## src/rtl/pulse_pkg.sv

```systemverilog
package pulse_pkg;

    typedef enum logic [1:0] {
        IDX_CTRL  = 2'd0,
        IDX_SWEEP = 2'd1,
        IDX_PLO   = 2'd2,
        IDX_PHI   = 2'd3
    } reg_idx_e;

    localparam int STEP_W = 3;
    localparam int STEPS  = 1 << STEP_W;

    // Duty lookup, bit n is the level at step position n.
    function automatic logic [STEPS-1:0] duty_lut(input logic [1:0] duty);
        logic [STEPS-1:0] lut;
        case (duty)
            2'd0:    lut = 8'b1000_0000;
            2'd1:    lut = 8'b1100_0000;
            2'd2:    lut = 8'b1111_0000;
            default: lut = 8'b0011_1111;
        endcase
        return lut;
    endfunction

endpackage

```

## src/rtl/pulse_regs.sv

```systemverilog
module pulse_regs #(
    parameter int PERIOD_W = 11,
    parameter int DATA_W   = 8,
    parameter int VOL_W    = 4,
    localparam int HI_W    = PERIOD_W - DATA_W,
    localparam int LEN_W   = DATA_W - HI_W
) (
    input  logic                clk,
    input  logic                rst,
    input  logic                wr_en,
    input  logic [1:0]          wr_addr,
    input  logic [DATA_W-1:0]   wr_data,
    output logic [1:0]          duty,
    output logic                halt,
    output logic                const_vol,
    output logic [VOL_W-1:0]    vol_field,
    output logic [PERIOD_W-1:0] period,
    output logic                hi_wr,
    output logic                env_restart,
    output logic                len_load,
    output logic [LEN_W-1:0]    len_index
);
    import pulse_pkg::*;

    typedef struct packed {
        logic [1:0]          duty;
        logic                halt;
        logic                cvol;
        logic [VOL_W-1:0]    vfield;
        logic [PERIOD_W-1:0] period;
        logic                env_rst;
        logic                len_ld;
        logic [LEN_W-1:0]    len_idx;
    } regs_t;

    regs_t r_d, r_q;

    always_comb begin
        r_d         = r_q;
        r_d.env_rst = 1'b0;
        r_d.len_ld  = 1'b0;
        hi_wr       = 1'b0;
        if (wr_en) begin
            case (reg_idx_e'(wr_addr))
                IDX_CTRL: begin
                    r_d.duty   = wr_data[DATA_W-1 -: 2];
                    r_d.halt   = wr_data[5];
                    r_d.cvol   = wr_data[4];
                    r_d.vfield = wr_data[VOL_W-1:0];
                end
                IDX_SWEEP: begin
                    r_d = r_q;
                    r_d.env_rst = 1'b0;
                    r_d.len_ld  = 1'b0;
                end
                IDX_PLO: begin
                    r_d.period[DATA_W-1:0] = wr_data;
                end
                IDX_PHI: begin
                    r_d.period[PERIOD_W-1:DATA_W] = wr_data[HI_W-1:0];
                    r_d.len_idx = wr_data[DATA_W-1:HI_W];
                    r_d.env_rst = 1'b1;
                    r_d.len_ld  = 1'b1;
                    hi_wr       = 1'b1;
                end
                default: r_d = r_q;
            endcase
        end
    end

    always_ff @(posedge clk) begin
        if (rst) r_q <= '0;
        else     r_q <= r_d;
    end

    assign duty        = r_q.duty;
    assign halt        = r_q.halt;
    assign const_vol   = r_q.cvol;
    assign vol_field   = r_q.vfield;
    assign period      = r_q.period;
    assign env_restart = r_q.env_rst;
    assign len_load    = r_q.len_ld;
    assign len_index   = r_q.len_idx;

endmodule

```

## src/rtl/pulse_timer.sv

```systemverilog
module pulse_timer #(
    parameter int PERIOD_W = 11
) (
    input  logic                clk,
    input  logic                rst,
    input  logic [PERIOD_W-1:0] period,
    output logic                tick
);
    typedef struct packed {
        logic                half;
        logic [PERIOD_W-1:0] cnt;
    } tmr_t;

    tmr_t t_d, t_q;

    // The count reloads from the period register only at wrap,
    // so a new period never cuts short the count in progress.
    always_comb begin
        t_d      = t_q;
        tick     = 1'b0;
        t_d.half = ~t_q.half;
        if (t_q.half) begin
            if (t_q.cnt == '0) begin
                t_d.cnt = period;
                tick    = 1'b1;
            end else begin
                t_d.cnt = t_q.cnt - 1'b1;
            end
        end
    end

    always_ff @(posedge clk) begin
        if (rst) t_q <= '0;
        else     t_q <= t_d;
    end

endmodule

```

## src/rtl/pulse_sequencer.sv

```systemverilog
module pulse_sequencer
    import pulse_pkg::*;
(
    input  logic              clk,
    input  logic              rst,
    input  logic              tick,
    input  logic              restart,
    input  logic [1:0]        duty,
    output logic [STEP_W-1:0] step,
    output logic              level
);
    typedef struct packed {
        logic [STEP_W-1:0] pos;
    } seq_t;

    seq_t s_d, s_q;
    logic [STEPS-1:0] lut;

    always_comb begin
        s_d = s_q;
        if (restart)   s_d.pos = '0;
        else if (tick) s_d.pos = s_q.pos - 1'b1;
    end

    always_ff @(posedge clk) begin
        if (rst) s_q <= '0;
        else     s_q <= s_d;
    end

    always_comb begin
        lut   = duty_lut(duty);
        level = lut[s_q.pos];
    end

    assign step = s_q.pos;

endmodule

```

## src/rtl/pulse_tone_channel.sv

```systemverilog
module pulse_tone_channel #(
    parameter int PERIOD_W   = 11,
    parameter int DATA_W     = 8,
    parameter int VOL_W      = 4,
    parameter int MIN_PERIOD = 8,
    localparam int HI_W      = PERIOD_W - DATA_W,
    localparam int LEN_W     = DATA_W - HI_W
) (
    input  logic              clk,
    input  logic              rst,
    input  logic              wr_en,
    input  logic [1:0]        wr_addr,
    input  logic [DATA_W-1:0] wr_data,
    input  logic [VOL_W-1:0]  env_vol,
    input  logic              len_nonzero,
    input  logic              sweep_mute,
    output logic [VOL_W-1:0]  sample_out,
    output logic              ctl_halt,
    output logic              ctl_const_vol,
    output logic [VOL_W-1:0]  ctl_vol_field,
    output logic              env_restart,
    output logic              len_load,
    output logic [LEN_W-1:0]  len_index
);
    import pulse_pkg::*;

    logic [1:0]          duty_w;
    logic [PERIOD_W-1:0] period_w;
    logic                hi_wr_w;
    logic                tick_w;
    logic [STEP_W-1:0]   step_w;
    logic                level_w;
    logic                silent_w;

    pulse_regs #(
        .PERIOD_W (PERIOD_W),
        .DATA_W   (DATA_W),
        .VOL_W    (VOL_W)
    ) u_regs (
        .clk         (clk),
        .rst         (rst),
        .wr_en       (wr_en),
        .wr_addr     (wr_addr),
        .wr_data     (wr_data),
        .duty        (duty_w),
        .halt        (ctl_halt),
        .const_vol   (ctl_const_vol),
        .vol_field   (ctl_vol_field),
        .period      (period_w),
        .hi_wr       (hi_wr_w),
        .env_restart (env_restart),
        .len_load    (len_load),
        .len_index   (len_index)
    );

    pulse_timer #(
        .PERIOD_W (PERIOD_W)
    ) u_timer (
        .clk    (clk),
        .rst    (rst),
        .period (period_w),
        .tick   (tick_w)
    );

    pulse_sequencer u_seq (
        .clk     (clk),
        .rst     (rst),
        .tick    (tick_w),
        .restart (hi_wr_w),
        .duty    (duty_w),
        .step    (step_w),
        .level   (level_w)
    );

    always_comb begin
        silent_w = !level_w || sweep_mute || !len_nonzero
                || (period_w < PERIOD_W'(MIN_PERIOD));
        sample_out = silent_w ? '0 : env_vol;
    end

endmodule

```

## config.mk

```make
export PLATFORM = sky130hd
export DESIGN_NAME = pulse_tone_channel
export DESIGN_NICKNAME = d
export VERILOG_FILES = /design/src/rtl/pulse_pkg.sv /design/src/rtl/pulse_regs.sv /design/src/rtl/pulse_timer.sv /design/src/rtl/pulse_sequencer.sv /design/src/rtl/pulse_tone_channel.sv
export SDC_FILE = /design/constraint.sdc
export NUM_CORES = 1
export LEC_CHECK = 0
export CORE_ASPECT_RATIO = 1.4
export CORE_MARGIN = 10
export CORE_UTILIZATION = 51
export DETAILED_ROUTE_END_ITERATION = 10
export DONT_BUFFER_PORTS = 1
export GPL_ROUTABILITY_DRIVEN = 0
export HOLD_SLACK_MARGIN = 0.06
export PLACE_DENSITY = 0.71
export SETUP_SLACK_MARGIN = 0.02
export SLEW_MARGIN = 30
export SYNTH_ARGS = -nofsm -noshare
export SYNTH_HDL_FRONTEND = slang
export SYNTH_HIERARCHICAL = 1
export SYNTH_SLANG_ARGS = --single-unit
```

## constraint.sdc

```tcl
create_clock -name clk -period 1.9 [get_ports clk]
set_input_delay 0.38 -clock clk [delete_from_list [all_inputs] [get_ports clk]]
set_output_delay 0.38 -clock clk [all_outputs]
set_load 0.005 [all_outputs]
```

==> flow_summary_export.csv <==
group,metric,value,unit
floorplanning,fp.dieH,95.4,um
clock_network,root_buffer,"clkbuf_8",
clock_network,insertion_delay,290,ps
synthesis,synth_edf_count,0,
clock_network,clkTransAtPathRegs,80,ps
global_routing,antenna_found_initial,0,
cells_and_area,fill_cells,365,
timing,rsz0062_at_grt,"true",
flow_run,maxCapViolations,0,
synthesis,synthTopCellsByArea,"dfxtp_1 (39%), mux2i_1 (15%), nand2b_1 (10%)",
worst_setup_path,crit_path_end_kind,"output pin",
timing,period_share,1.12,
synthesis,syn_nets,239,
cells_and_area,final_nets,245,
power_and_ir_drop,vdd_drop_max,837,uV
route,dr.pass1.iters,4,
clock_network,htreeDepth,2,
global_routing,grt_pass1_vias,1600,
synthesis,synth_top_area_cell,"dfxtp_1",
worst_setup_path,crit_family,"compound AO/OA/AOI/OAI gates",
hold_path,hold_path.class,"input port to flip-flop",
hold_path,hold_start,"rst",
power_and_ir_drop,p_clk_frac,0.258,
clock_network,ctsLongestPathBuffers,2,
timing,tightest_slew,707,ps
power_and_ir_drop,pwr-share-seq,0.447,
worst_setup_path,slowest_stage,"dfxtp_4",
route,drtAntennaViolNets,0,
timing,final_hold_viol_count,0,
synthesis,netlist.area_leader.share,0.387,
synthesis,yosys_warnings,6,
timing,setup_slack,-221,ps
route,totalWireLength,4310,um
timing,min_period,2120,ps
power_and_ir_drop,power,2.32,mW
worst_setup_path,critPathLaunch,"u_regs/duty[1]$_SDFFE_PP0P_",
worst_setup_path,max_stage_delay,370,ps
worst_setup_path,start_kind,"flip-flop",
worst_setup_path,cp_data_arrival_time,1740,ps
cells_and_area,drive_gt1_frac,0.167,
timing,setup_tns,-835,ps
floorplanning,num_io_pins,36,
route,vias,1523,
clock_network,cts_tree,"yes",
status,run_status,"complete, but fails checks",
synthesis,synth_most_common_cell,"dfxtp_1",
global_routing,grt_max_degree,46,
floorplanning,coreArea,0.00392,mm2
synthesis,synthCells,214,
floorplanning,start_util,0.528,
cells_and_area,syn_to_final_growth,10.8,%
placement,hpwl,3170,um
power_and_ir_drop,power_frac_comb,0.295,
synthesis,synth_ff_type,"dfxtp_1",
route,post_drt_via_cell_ratio,5.77,
synthesis,yosys-top-cells-count,"dfxtp_1 (40), nand2b_1 (33), mux2i_1 (30)",
global_routing,grt_pass1_wl,7300,um
power_and_ir_drop,switching_power,0.771,mW
synthesis,synth_cell_types,46,
synthesis,ys_seq_area_frac,0.387,
placement,io_buffers,0,
worst_setup_path,critPathMaxFanout,4,
timing,setup_viol,4,
clock_network,holdBufCountCts,0,
power_and_ir_drop,switching_share,0.333,
global_routing,track_usage,0.129,
power_and_ir_drop,powerDensity,1010,mW/mm2
timing,maxSlewViolCount,0,
route,drt_iter0_markers,83,
synthesis,syn_area_per_cell,9.66,um2
route,route.detailed.drc,0,
synthesis,ys_async_sr_fraction,0,
global_routing,grt_overflow,0,
worst_setup_path,required,1520,ps
floorplanning,dieWidth,73.8,um
timing,fmax,471,MHz
synthesis,syn_area,0.00207,mm2
worst_setup_path,path_cells,"ha_4, mux2_4, a32oi_2, nand2b_1, a211oi_2",
clock_network,cts_sinks,40,
timing,fin_skew,4.07,ps
timing,hold_ws,152,ps
route,wl_per_cell,16.3,um
floorplanning,die_area,0.00704,mm2
synthesis,synth-seq-cells,40,
clock_network,cts_inserted_buffers,5,
power_and_ir_drop,p_leak,0.929,nW
worst_setup_path,critPathKind,"flip-flop to output pin",
cells_and_area,antenna_cells,0,
status,violations,"setup timing",
worst_setup_path,worst-path-buf-inv,0,
worst_setup_path,reg2reg_from,"u_timer/t_q[0]$_SDFFE_PP0P_",
timing,slew_headroom,0.525,
power_and_ir_drop,p_int,1.55,mW
floorplanning,placementRows,27,
## final cells by class
cell class	instances	area, um2	share of cell area
multi-input cells	152	1220	0.533
flip-flops and latches	40	806	0.352
clock buffers	6	82.6	0.0360
repair buffers	8	63.8	0.0279
well taps	43	53.8	0.0235
inverters	13	48.8	0.0213
clock inverters	2	15.0	0.00655
## state kept, by name (all words and copies together) (netlist names)
name                count
u_timer/t_q            12
u_regs/period          11
u_regs/len_index        5
u_regs/vol_field        4
u_seq/step              3
u_regs/duty             2
u_regs/const_vol        1
u_regs/env_restart      1
u_regs/halt             1
## power groups by stage
| stage | clock network [mW] | registers (mW) | logic, mW |
|---|---|---|---|
| finish | 0.599 | 1.04 | 0.684 |
| global route | 0.646 | 1.05 | 0.764 |
| CTS | 0.613 | 1.03 | 0.684 |
| detailed placement | 0 | 1.05 | 0.666 |
| global placement | 0 | 1.05 | 0.660 |
| floorplan | 0 | 1.02 | 0.558 |
## final timing paths
path	slack (ps)	endpoint	cells past startpoint
hold reg to reg	480	u_regs/period[1]$_SDFFE_PP0P_	2
setup reg to reg	210	u_timer/t_q[5]$_SDFFE_PP0P_	6
hold / removal	150	u_timer/t_q[11]$_SDFF_PP0_	1
setup / recovery	-220	sample_out[1]	5
## routing by layer
layer  share of wire  global-route usage  vias to the layer above
met4           0.023              0.0732                        0
met1            0.39               0.132                      711
met2            0.53               0.225                       38
met5               0                   0                        -
met3           0.051              0.0374                       10
li1                -                   -                      764
## per-stage QoR
step,worst slack (ps),std cells,cell area [um2],util
floorplan,35.5,214,2070,-
global placement,-13.4,255,2120,0.541
CTS,-242,264,2270,0.580
global route,-335,264,2290,0.585
detailed placement,-103,255,2120,0.541
finish,-221,264,2290,0.585
## cells in the final DEF, fill, tap and decap left out, types with 2 or more instances in the layout
master,netlist,routed
a211oi_2,0,4
o311ai_1,2,2
a31oi_1,2,2
nand2b_1,33,33
and2_1,2,2
dfxtp_1,40,38
clkbuf_8,0,6
ha_1,6,4
buf_4,1,7
nand3b_1,2,2
o41ai_1,2,2
ha_4,0,2
inv_1,12,11
mux2i_1,30,30
nor2_1,12,12
nor4_2,2,2
or3b_1,2,2
a21oi_1,5,5
nand2_1,12,12
nor4_4,2,2
clkinvlp_4,0,2
o21a_1,2,2
a211oi_1,7,3
nand3_1,2,2
o21ai_0,4,4
nor4_1,3,3
## what timing repair did
item,4_1_cts,5_1_grt
endpoints found under the setup margin,4,4
pin swaps,6,0
gates resized for setup,11,3
setup buffers,1,0
## kinds of logic after synthesis
| group | Yosys count | share of synthesized area |
|---|---|---|
| flip-flops | 40 | 0.387 |
| multiplexers | 31 | 0.151 |
| AND/OR/NAND/NOR | 84 | 0.267 |
| buffers and inverters | 22 | 0.0496 |
| XOR/XNOR | 1 | 0.00424 |
| AO/OA/AOI/OAI | 30 | 0.105 |
| adder cells (fa/ha/maj) | 6 | 0.0363 |
Power figures use the tool's default switching activity.
